[src/rtl/irda_pkg.sv]
package irda_pkg;

  // Ticks of the 16x enable in one bit cell.
  localparam int CELL_TICKS = 16;

  // Code 0 selects a tick-counted width; other codes count system clocks.
  function automatic logic width_in_ticks(input int code);
    return (code == 0);
  endfunction

  // Load value for the transmit pulse counter.
  function automatic int pulse_load(input int code, input int tick_width, input int clk_unit);
    if (code == 0) return tick_width;
    return clk_unit * (code + 1);
  endfunction

endpackage

[src/rtl/irda_sync.sv]
module irda_sync #(
  parameter int STAGES = 2
) (
  input  logic clk,
  input  logic rst_n,
  input  logic d,
  output logic q
);
  logic [STAGES-1:0] chain;

  generate
    if (STAGES == 1) begin : g_one
      always_ff @(posedge clk or negedge rst_n)
        if (!rst_n) chain <= '0;
        else        chain <= d;
    end else begin : g_many
      always_ff @(posedge clk or negedge rst_n)
        if (!rst_n) chain <= '0;
        else        chain <= {chain[STAGES-2:0], d};
    end
  endgenerate

  assign q = chain[STAGES-1];
endmodule

[src/rtl/irda_tx_pulse.sv]
module irda_tx_pulse #(
  parameter int CELL_TICKS = 16,
  parameter int TICK_WIDTH = 3,
  parameter int CLK_UNIT   = 8,
  parameter int SEL_W      = 3
) (
  input  logic             clk,
  input  logic             rst_n,
  input  logic             enable,
  input  logic             tick16,
  input  logic [SEL_W-1:0] width_sel,
  input  logic             uart_txd,
  output logic             cell_start,
  output logic             pulse_on
);
  localparam int PH_W  = $clog2(CELL_TICKS);
  localparam int MAXW  = CLK_UNIT * (2 ** SEL_W);
  localparam int CNT_W = $clog2(MAXW + 1);

  logic             in_cell;
  logic [PH_W-1:0]  phase;
  logic [CNT_W-1:0] pcnt;
  logic             by_ticks;
  logic             boundary;

  assign boundary   = tick16 && (!in_cell || phase == PH_W'(CELL_TICKS - 1));
  assign cell_start = enable && boundary && !uart_txd;

  always_ff @(posedge clk or negedge rst_n) begin
    if (!rst_n) begin
      in_cell  <= 1'b0;
      phase    <= '0;
      pcnt     <= '0;
      by_ticks <= 1'b0;
    end else if (!enable) begin
      in_cell  <= 1'b0;
      phase    <= '0;
      pcnt     <= '0;
      by_ticks <= 1'b0;
    end else begin
      if (tick16) begin
        if (boundary) begin
          in_cell <= !uart_txd;
          phase   <= '0;
        end else begin
          phase <= phase + 1'b1;
        end
      end
      if (cell_start) begin
        by_ticks <= irda_pkg::width_in_ticks(int'(width_sel));
        pcnt     <= CNT_W'(irda_pkg::pulse_load(int'(width_sel), TICK_WIDTH, CLK_UNIT));
      end else if (pcnt != '0 && (!by_ticks || tick16)) begin
        pcnt <= pcnt - 1'b1;
      end
    end
  end

  assign pulse_on = (pcnt != '0);
endmodule

[src/rtl/irda_rx_stretch.sv]
module irda_rx_stretch #(
  parameter int CELL_TICKS = 16
) (
  input  logic clk,
  input  logic rst_n,
  input  logic enable,
  input  logic tick16,
  input  logic rx_sync,
  output logic rx_edge,
  output logic stretch_on
);
  localparam int SC_W = $clog2(CELL_TICKS + 1);

  logic            prev;
  logic [SC_W-1:0] scnt;

  assign rx_edge = enable && rx_sync && !prev;

  always_ff @(posedge clk or negedge rst_n) begin
    if (!rst_n) prev <= 1'b0;
    else        prev <= rx_sync;
  end

  always_ff @(posedge clk or negedge rst_n) begin
    if (!rst_n)                      scnt <= '0;
    else if (!enable)                scnt <= '0;
    else if (rx_edge)                scnt <= SC_W'(CELL_TICKS);
    else if (tick16 && scnt != '0)   scnt <= scnt - 1'b1;
  end

  assign stretch_on = (scnt != '0);
endmodule

[src/rtl/irda_sir_codec.sv]
module irda_sir_codec #(
  parameter int TICK_WIDTH  = 3,
  parameter int CLK_UNIT    = 8,
  parameter int SEL_W       = 3,
  parameter int SYNC_STAGES = 2
) (
  input  logic             clk,
  input  logic             rst_n,
  input  logic             tick16,
  input  logic             enable,
  input  logic [SEL_W-1:0] width_sel,
  input  logic             uart_txd,
  input  logic             ir_rxd_raw,
  output logic             ir_txd,
  output logic             uart_rxd
);
  logic tx_cell_start;
  logic pulse_on;
  logic rx_sync;
  logic rx_edge;
  logic stretch_on;

  irda_tx_pulse #(
    .CELL_TICKS(irda_pkg::CELL_TICKS),
    .TICK_WIDTH(TICK_WIDTH),
    .CLK_UNIT  (CLK_UNIT),
    .SEL_W     (SEL_W)
  ) u_tx (
    .clk       (clk),
    .rst_n     (rst_n),
    .enable    (enable),
    .tick16    (tick16),
    .width_sel (width_sel),
    .uart_txd  (uart_txd),
    .cell_start(tx_cell_start),
    .pulse_on  (pulse_on)
  );

  irda_sync #(.STAGES(SYNC_STAGES)) u_sync (
    .clk  (clk),
    .rst_n(rst_n),
    .d    (ir_rxd_raw),
    .q    (rx_sync)
  );

  irda_rx_stretch #(.CELL_TICKS(irda_pkg::CELL_TICKS)) u_rx (
    .clk       (clk),
    .rst_n     (rst_n),
    .enable    (enable),
    .tick16    (tick16),
    .rx_sync   (rx_sync),
    .rx_edge   (rx_edge),
    .stretch_on(stretch_on)
  );

  assign ir_txd   = enable ? pulse_on    : uart_txd;
  assign uart_rxd = enable ? !stretch_on : ir_rxd_raw;
endmodule

[config.mk]
export PLATFORM = sky130hd
export DESIGN_NAME = irda_sir_codec
export DESIGN_NICKNAME = d
export VERILOG_FILES = /design/src/rtl/irda_pkg.sv /design/src/rtl/irda_sync.sv /design/src/rtl/irda_tx_pulse.sv /design/src/rtl/irda_rx_stretch.sv /design/src/rtl/irda_sir_codec.sv
export SDC_FILE = /design/constraint.sdc
export NUM_CORES = 1
export LEC_CHECK = 0
export BUFFER_PORTS_ARGS = -buffer_cell sky130_fd_sc_hd__buf_2
export CAP_MARGIN = 10
export CORE_MARGIN = 2
export CORE_UTILIZATION = 35
export CTS_CLUSTER_DIAMETER = 30
export DETAILED_ROUTE_END_ITERATION = 16
export GPL_TIMING_DRIVEN = 0
export MAX_ROUTING_LAYER = met4
export PLACE_DENSITY = 0.49
export SYNTH_ARGS = -nofsm -noshare
export SYNTH_HDL_FRONTEND = slang
export SYNTH_SLANG_ARGS = --single-unit
[constraint.sdc]
create_clock -name clk -period 2 [get_ports clk]
set_input_delay 0.3 -clock clk [delete_from_list [all_inputs] [get_ports clk]]
set_output_delay 0.3 -clock clk [all_outputs]
set_load 0.05 [all_outputs]
# Word-level counts from Yosys, hierarchy flattened
# Cells that the tools add are included.
word_totals:
  register_bits: 21
  latchBits: 0
  mem_bits_rw: 0
  mem_bits_ro: 0
  input_bits: 9
  wordCells: 56
  mem_count: 0
op_classes:
  add_sub_neg: 4
  n_mul: 0
  n_div: 0
  order_cmp: 0
  eq_ne: 6
  shifts: 0
  mux: 21
  n_bitwise: 0
  n_reduce_logical: 18
op_table:
  columns: ["op", "count"]
  rows:
  - ["$mux W7", 4]
  - ["$mux W5", 3]
  - ["$mux W4", 3]
  - ["$mux W1", 10]
  - ["$logic_and A1 B1 Y1", 7]
  - ["$reduce_bool A7 Y1", 1]
  - ["$sub A7 B1 Y7 const B", 1]
  - ["$ne A3 B1 Y1 const B", 2]
  - ["$logic_not A1 Y1", 5]
  - ["$reduce_bool A5 Y1", 1]
  - ["$sub A5 B1 Y5 const B", 1]
  - ["$add A3 B1 Y4 const B", 1]
  - ["$add A4 B1 Y4 const B", 1]
  - ["$eq A4 B4 Y1 const B", 1]
  - ["$ne A2 B1 Y1 const B", 2]
  - ["$logic_not A3 Y1", 1]
  - ["$logic_or A1 B1 Y1", 2]
  - ["$mux W2", 1]
  - ["$ne A2 B2 Y1 const B", 1]
  - ["$reduce_and A2 Y1", 1]

# Logic depth before layout (Yosys ltp)
logic_depth:
  ltp_word: 10
  mapped_depth: 7

# Hierarchy
# A second synthesis with hierarchy kept.
unflattened:
  cells_unflattened: 122
  hier_area_um2: 1163.6
modules_own_cells:
  columns: ["mod", "n_inst", "cells_each", "area_each_um2"]
  rows:
  - ["irda_tx_pulse", 1, 86, 782.0]
  - ["irda_rx_stretch", 1, 31, 307.8]
  - ["irda_sync", 1, 2, 50.0]
  - ["irda_sir_codec", 1, 3, 23.8]

# Worst setup path after synthesis
# Ideal clock, no wire load.
synth_timing:
  path_kind: "register to output"
  from: "register u_tx.pcnt[0]"
  to: "output ir_txd"
  arrival_ns: 1.593
  path_slack_ns: 0.107
  stages_incl_launch_ff: 5
  path_buffers: 0
  cell_sequence: "dfrtp_1 -> inv_1 -> ha_1 -> nor4b_4 -> a31oi_1"
synth_between:
  elab_chain_len: 2
synth_lines:
  columns: ["element", "line_no", "rtl"]
  rows:
  - ["from (decl)", "irda_tx_pulse.sv:22", "logic [CNT_W-1:0] pcnt;"]
  - ["from (signal assigned)", "irda_tx_pulse.sv:51", "pcnt <= CNT_W'(irda_pkg::pulse_load(int'(width_sel), TICK_WIDTH, CLK_UNIT));"]
  - ["from (signal assigned)", "irda_tx_pulse.sv:53", "pcnt <= pcnt - 1'b1;"]
  - ["$reduce_bool A7 Y1", "irda_tx_pulse.sv:58", "assign pulse_on = (pcnt != '0);"]
  - ["$mux W1", "irda_sir_codec.sv:56", "assign ir_txd = enable ? pulse_on : uart_txd;"]
  - ["to (decl)", "irda_sir_codec.sv:14", "output logic ir_txd,"]
# No other way between the ends.

# Worst setup path after layout
layout_timing:
  from: "register u_tx.pcnt[1]"
  to: "output ir_txd"
# The elaborated chain is that of the path after synthesis.

==> results.json <==
{
  "status": "finished clean",
  "wirelength_um": 2450,
  "clk_path_buf_depth": 2,
  "fill_cells": 342,
  "die_w_um": 62.3,
  "ys_seq_area_frac": 0.441,
  "synthCells": 130,
  "cp-end-kind": "output port",
  "diodes": 0,
  "cts_buffers": 3,
  "first_global_vias": 950,
  "worst_slew_pin_slew_ns": 0.501,
  "finalSetupViolCount": 0,
  "drc": 0,
  "timing.final.crit_share": 0.942,
  "maxCapViolations": 0,
  "cp-start-kind": "flop",
  "drt_iter0_markers": 36,
  "crit_type": "flop to output port",
  "max_freq_ghz": 0.531,
  "viasPerCell": 4.94,
  "p_total_w": 0.00158,
  "first_pass_iters": 4,
  "dieArea_um2": 3890,
  "power_density_nw_per_um2": 1130,
  "nets": 162,
  "synth_seq_cells": 21,
  "num_rows": 21,
  "grt_usage": 0.139,
  "h-tree-depth": 1,
  "fin_tns_setup_ns": 0,
  "wl_per_cell_um": 12.7,
  "syn_nets": 144,
  "fp.dieH_um": 62.3,
  "maxSlewViolCount": 0,
  "antenna_found_initial": 0,
  "synth_cell_types": 35,
  "min_period_ns": 1.88,
  "hp-class": "primary input to flop",
  "setup_slack_ns": 0.115,
  "num_io_pins": 11,
  "synthFlopType": "dfrtp_1",
  "root_buffer": "clkbuf_4",
  "clk_latency_ns": 0.31,
  "syn_area_um2": 1190,
  "grt_max_degree": 22,
  "grt_first_pass_wirelength_um": 4220,
  "drtAntennaViolNets": 0,
  "routed-via-count": 954,
  "power.leakage_nw": 0.641,
  "port_buffers": 9,
  "relSlewSlack": 0.663,
  "yosys_warnings": 0,
  "crit_required_ns": 1.70,
  "whs_ns": 0.115,
  "cts_tree": "built",
  "synth-edff-count": 0,
  "dp_hpwl_um": 1700,
  "gp_congestion": 0.744,
  "synth.avg_cell_area_um2": 9.16,
  "worst-endpoint-arrival_ns": 1.58,
  "coreArea_um2": 3310,
  "skew_ns": 0.0151,
  "initial_utilization": 0.360,
  "final_layout_size_suffix_gt1_frac": 0.177,
  "place_ws_ns": 0.160,
  "clk_pin_slew_ns": 0.13,
  "ir_drop_mv": 0.508,
  "async_flop_share": 1.00,
  "crit_path_max_fanout": 3,
  "cts_sinks": 21,
  "syn_to_final_growth_pct": 17.1,
  "grt.overflow.total": 0,
  "hold_viol_final": 0
}
-- per-layer routing --
metal  up-vias  GRT usage  wire length, um
met5         -          -                0
met4         0     0.0333               20
met3         2     0.0344               95
met2        17      0.231             1150
met1       455      0.171             1180
li1        480          -                -
-- where the power goes --
part	internal [W]	leakage, nW	switching (W)	total (W)
Clock	0.0000778	0.0150	0.000133	0.000210
Sequential	0.000498	0.278	0.0000873	0.000585
Combinational	0.000386	0.348	0.000400	0.000786
-- layout make-up --
| type | instances | area, um2 | area share |
|---|---|---|---|
| sequential | 21 | 526 | 0.377 |
| buffer | 3 | 12.5 | 0.00897 |
| clock buffer | 4 | 26.3 | 0.0188 |
| multi-input combinational | 96 | 649 | 0.465 |
| inverter | 10 | 37.5 | 0.0269 |
| timing repair buffer | 13 | 86.3 | 0.0619 |
| tap | 46 | 57.6 | 0.0413 |
-- logic make-up (layout without fill, tap and decap cells) --
family | count (synthesis) | in the layout | share of synthesized area
mux | 1 | 1 | 0.00945
compound gates | 29 | 29 | 0.157
fa+ha+maj | 5 | 5 | 0.0525
flops | 21 | 21 | 0.441
buf+inv | 13 | 30 | 0.0420
simple gates | 54 | 54 | 0.247
xor+xnor | 7 | 7 | 0.0515
-- synth_stat cells, types with 4 or more instances --
cell type  instances  area (um2)
o21ai_1            4        20.0
nand2_1           12        45.0
a21oi_1            8        40.0
nor2b_1            6        37.5
ha_1               5        62.6
xnor2_1            4        35.0
nand3_1            4        20.0
inv_1             10        37.5
o21ai_0            4        20.0
dfrtp_1           21         526
nor2_1            14        52.6
nor3_1             4        20.0
-- sequential cells by signal (all words and copies together) (netlist names) --
name / flops
u_sync.chain: 2
u_tx.phase: 4
u_tx.in_cell: 1
u_tx.pcnt: 7
u_rx.scnt: 5
u_tx.by_ticks: 1
u_rx.prev: 1
-- placed cells by master (no fill, tap or decap), types with 4 or more instances in the layout --
cell type	instances
inv_1	9
nor2b_1	6
o21ai_1	4
dfrtp_1	21
a21oi_1	8
nor2_1	14
nand3_1	4
xnor2_1	4
buf_4	4
nor3_1	4
o21ai_0	4
nand2_1	12
buf_2	8
-- stage by stage --
stage	utilization	area, um2	cells
2_1_floorplan	-	1190	130
3_3_place_gp	0.391	1290	185
3_5_place_dp	0.391	1290	185
4_1_cts	0.407	1350	191
5_1_grt	0.421	1400	193
6_report	0.421	1400	193
-- path summary, 6_finish.rpt --
| path | from | end | slack [ns] | depth (start not counted) |
|---|---|---|---|---|
| min in group asynchronous | rst_n | u_tx.pcnt[1]$_DFFE_PN0P_ | 0.46 | 2 |
| worst min register to register | u_sync.chain[0]$_DFF_PN0_ | u_sync.chain[1]$_DFF_PN0_ | 0.37 | 0 |
| max in group asynchronous | rst_n | u_rx.scnt[1]$_DFFE_PN0P_ | 1.20 | 2 |
| worst max-delay path | u_tx.pcnt[1]$_DFFE_PN0P_ | ir_txd | 0.12 | 5 |
| worst max register to register | u_tx.phase[0]$_DFFE_PN0P_ | u_tx.pcnt[0]$_DFFE_PN0P_ | 0.23 | 5 |
| worst min-delay path | ir_rxd_raw | u_sync.chain[0]$_DFF_PN0_ | 0.11 | 1 |
-- worst max-delay path, cell delays in order (launching register included) --
cell and delay (ns):
dfrtp_1 0.42, inv_1 0.11, ha_4 0.16, nor4b_4 0.21
a31oi_1 0.14, buf_4 0.22
-- repair_timing --
item                                    in CTS  in global routing
setup buffers                                1                  2
hold endpoints to repair                    21                  0
gates resized for setup                      2                  9
pin swaps                                    0                  2
hold buffers                                 1                  0
endpoints found under the setup margin       2                  2
Power figures use the tool's default switching activity.
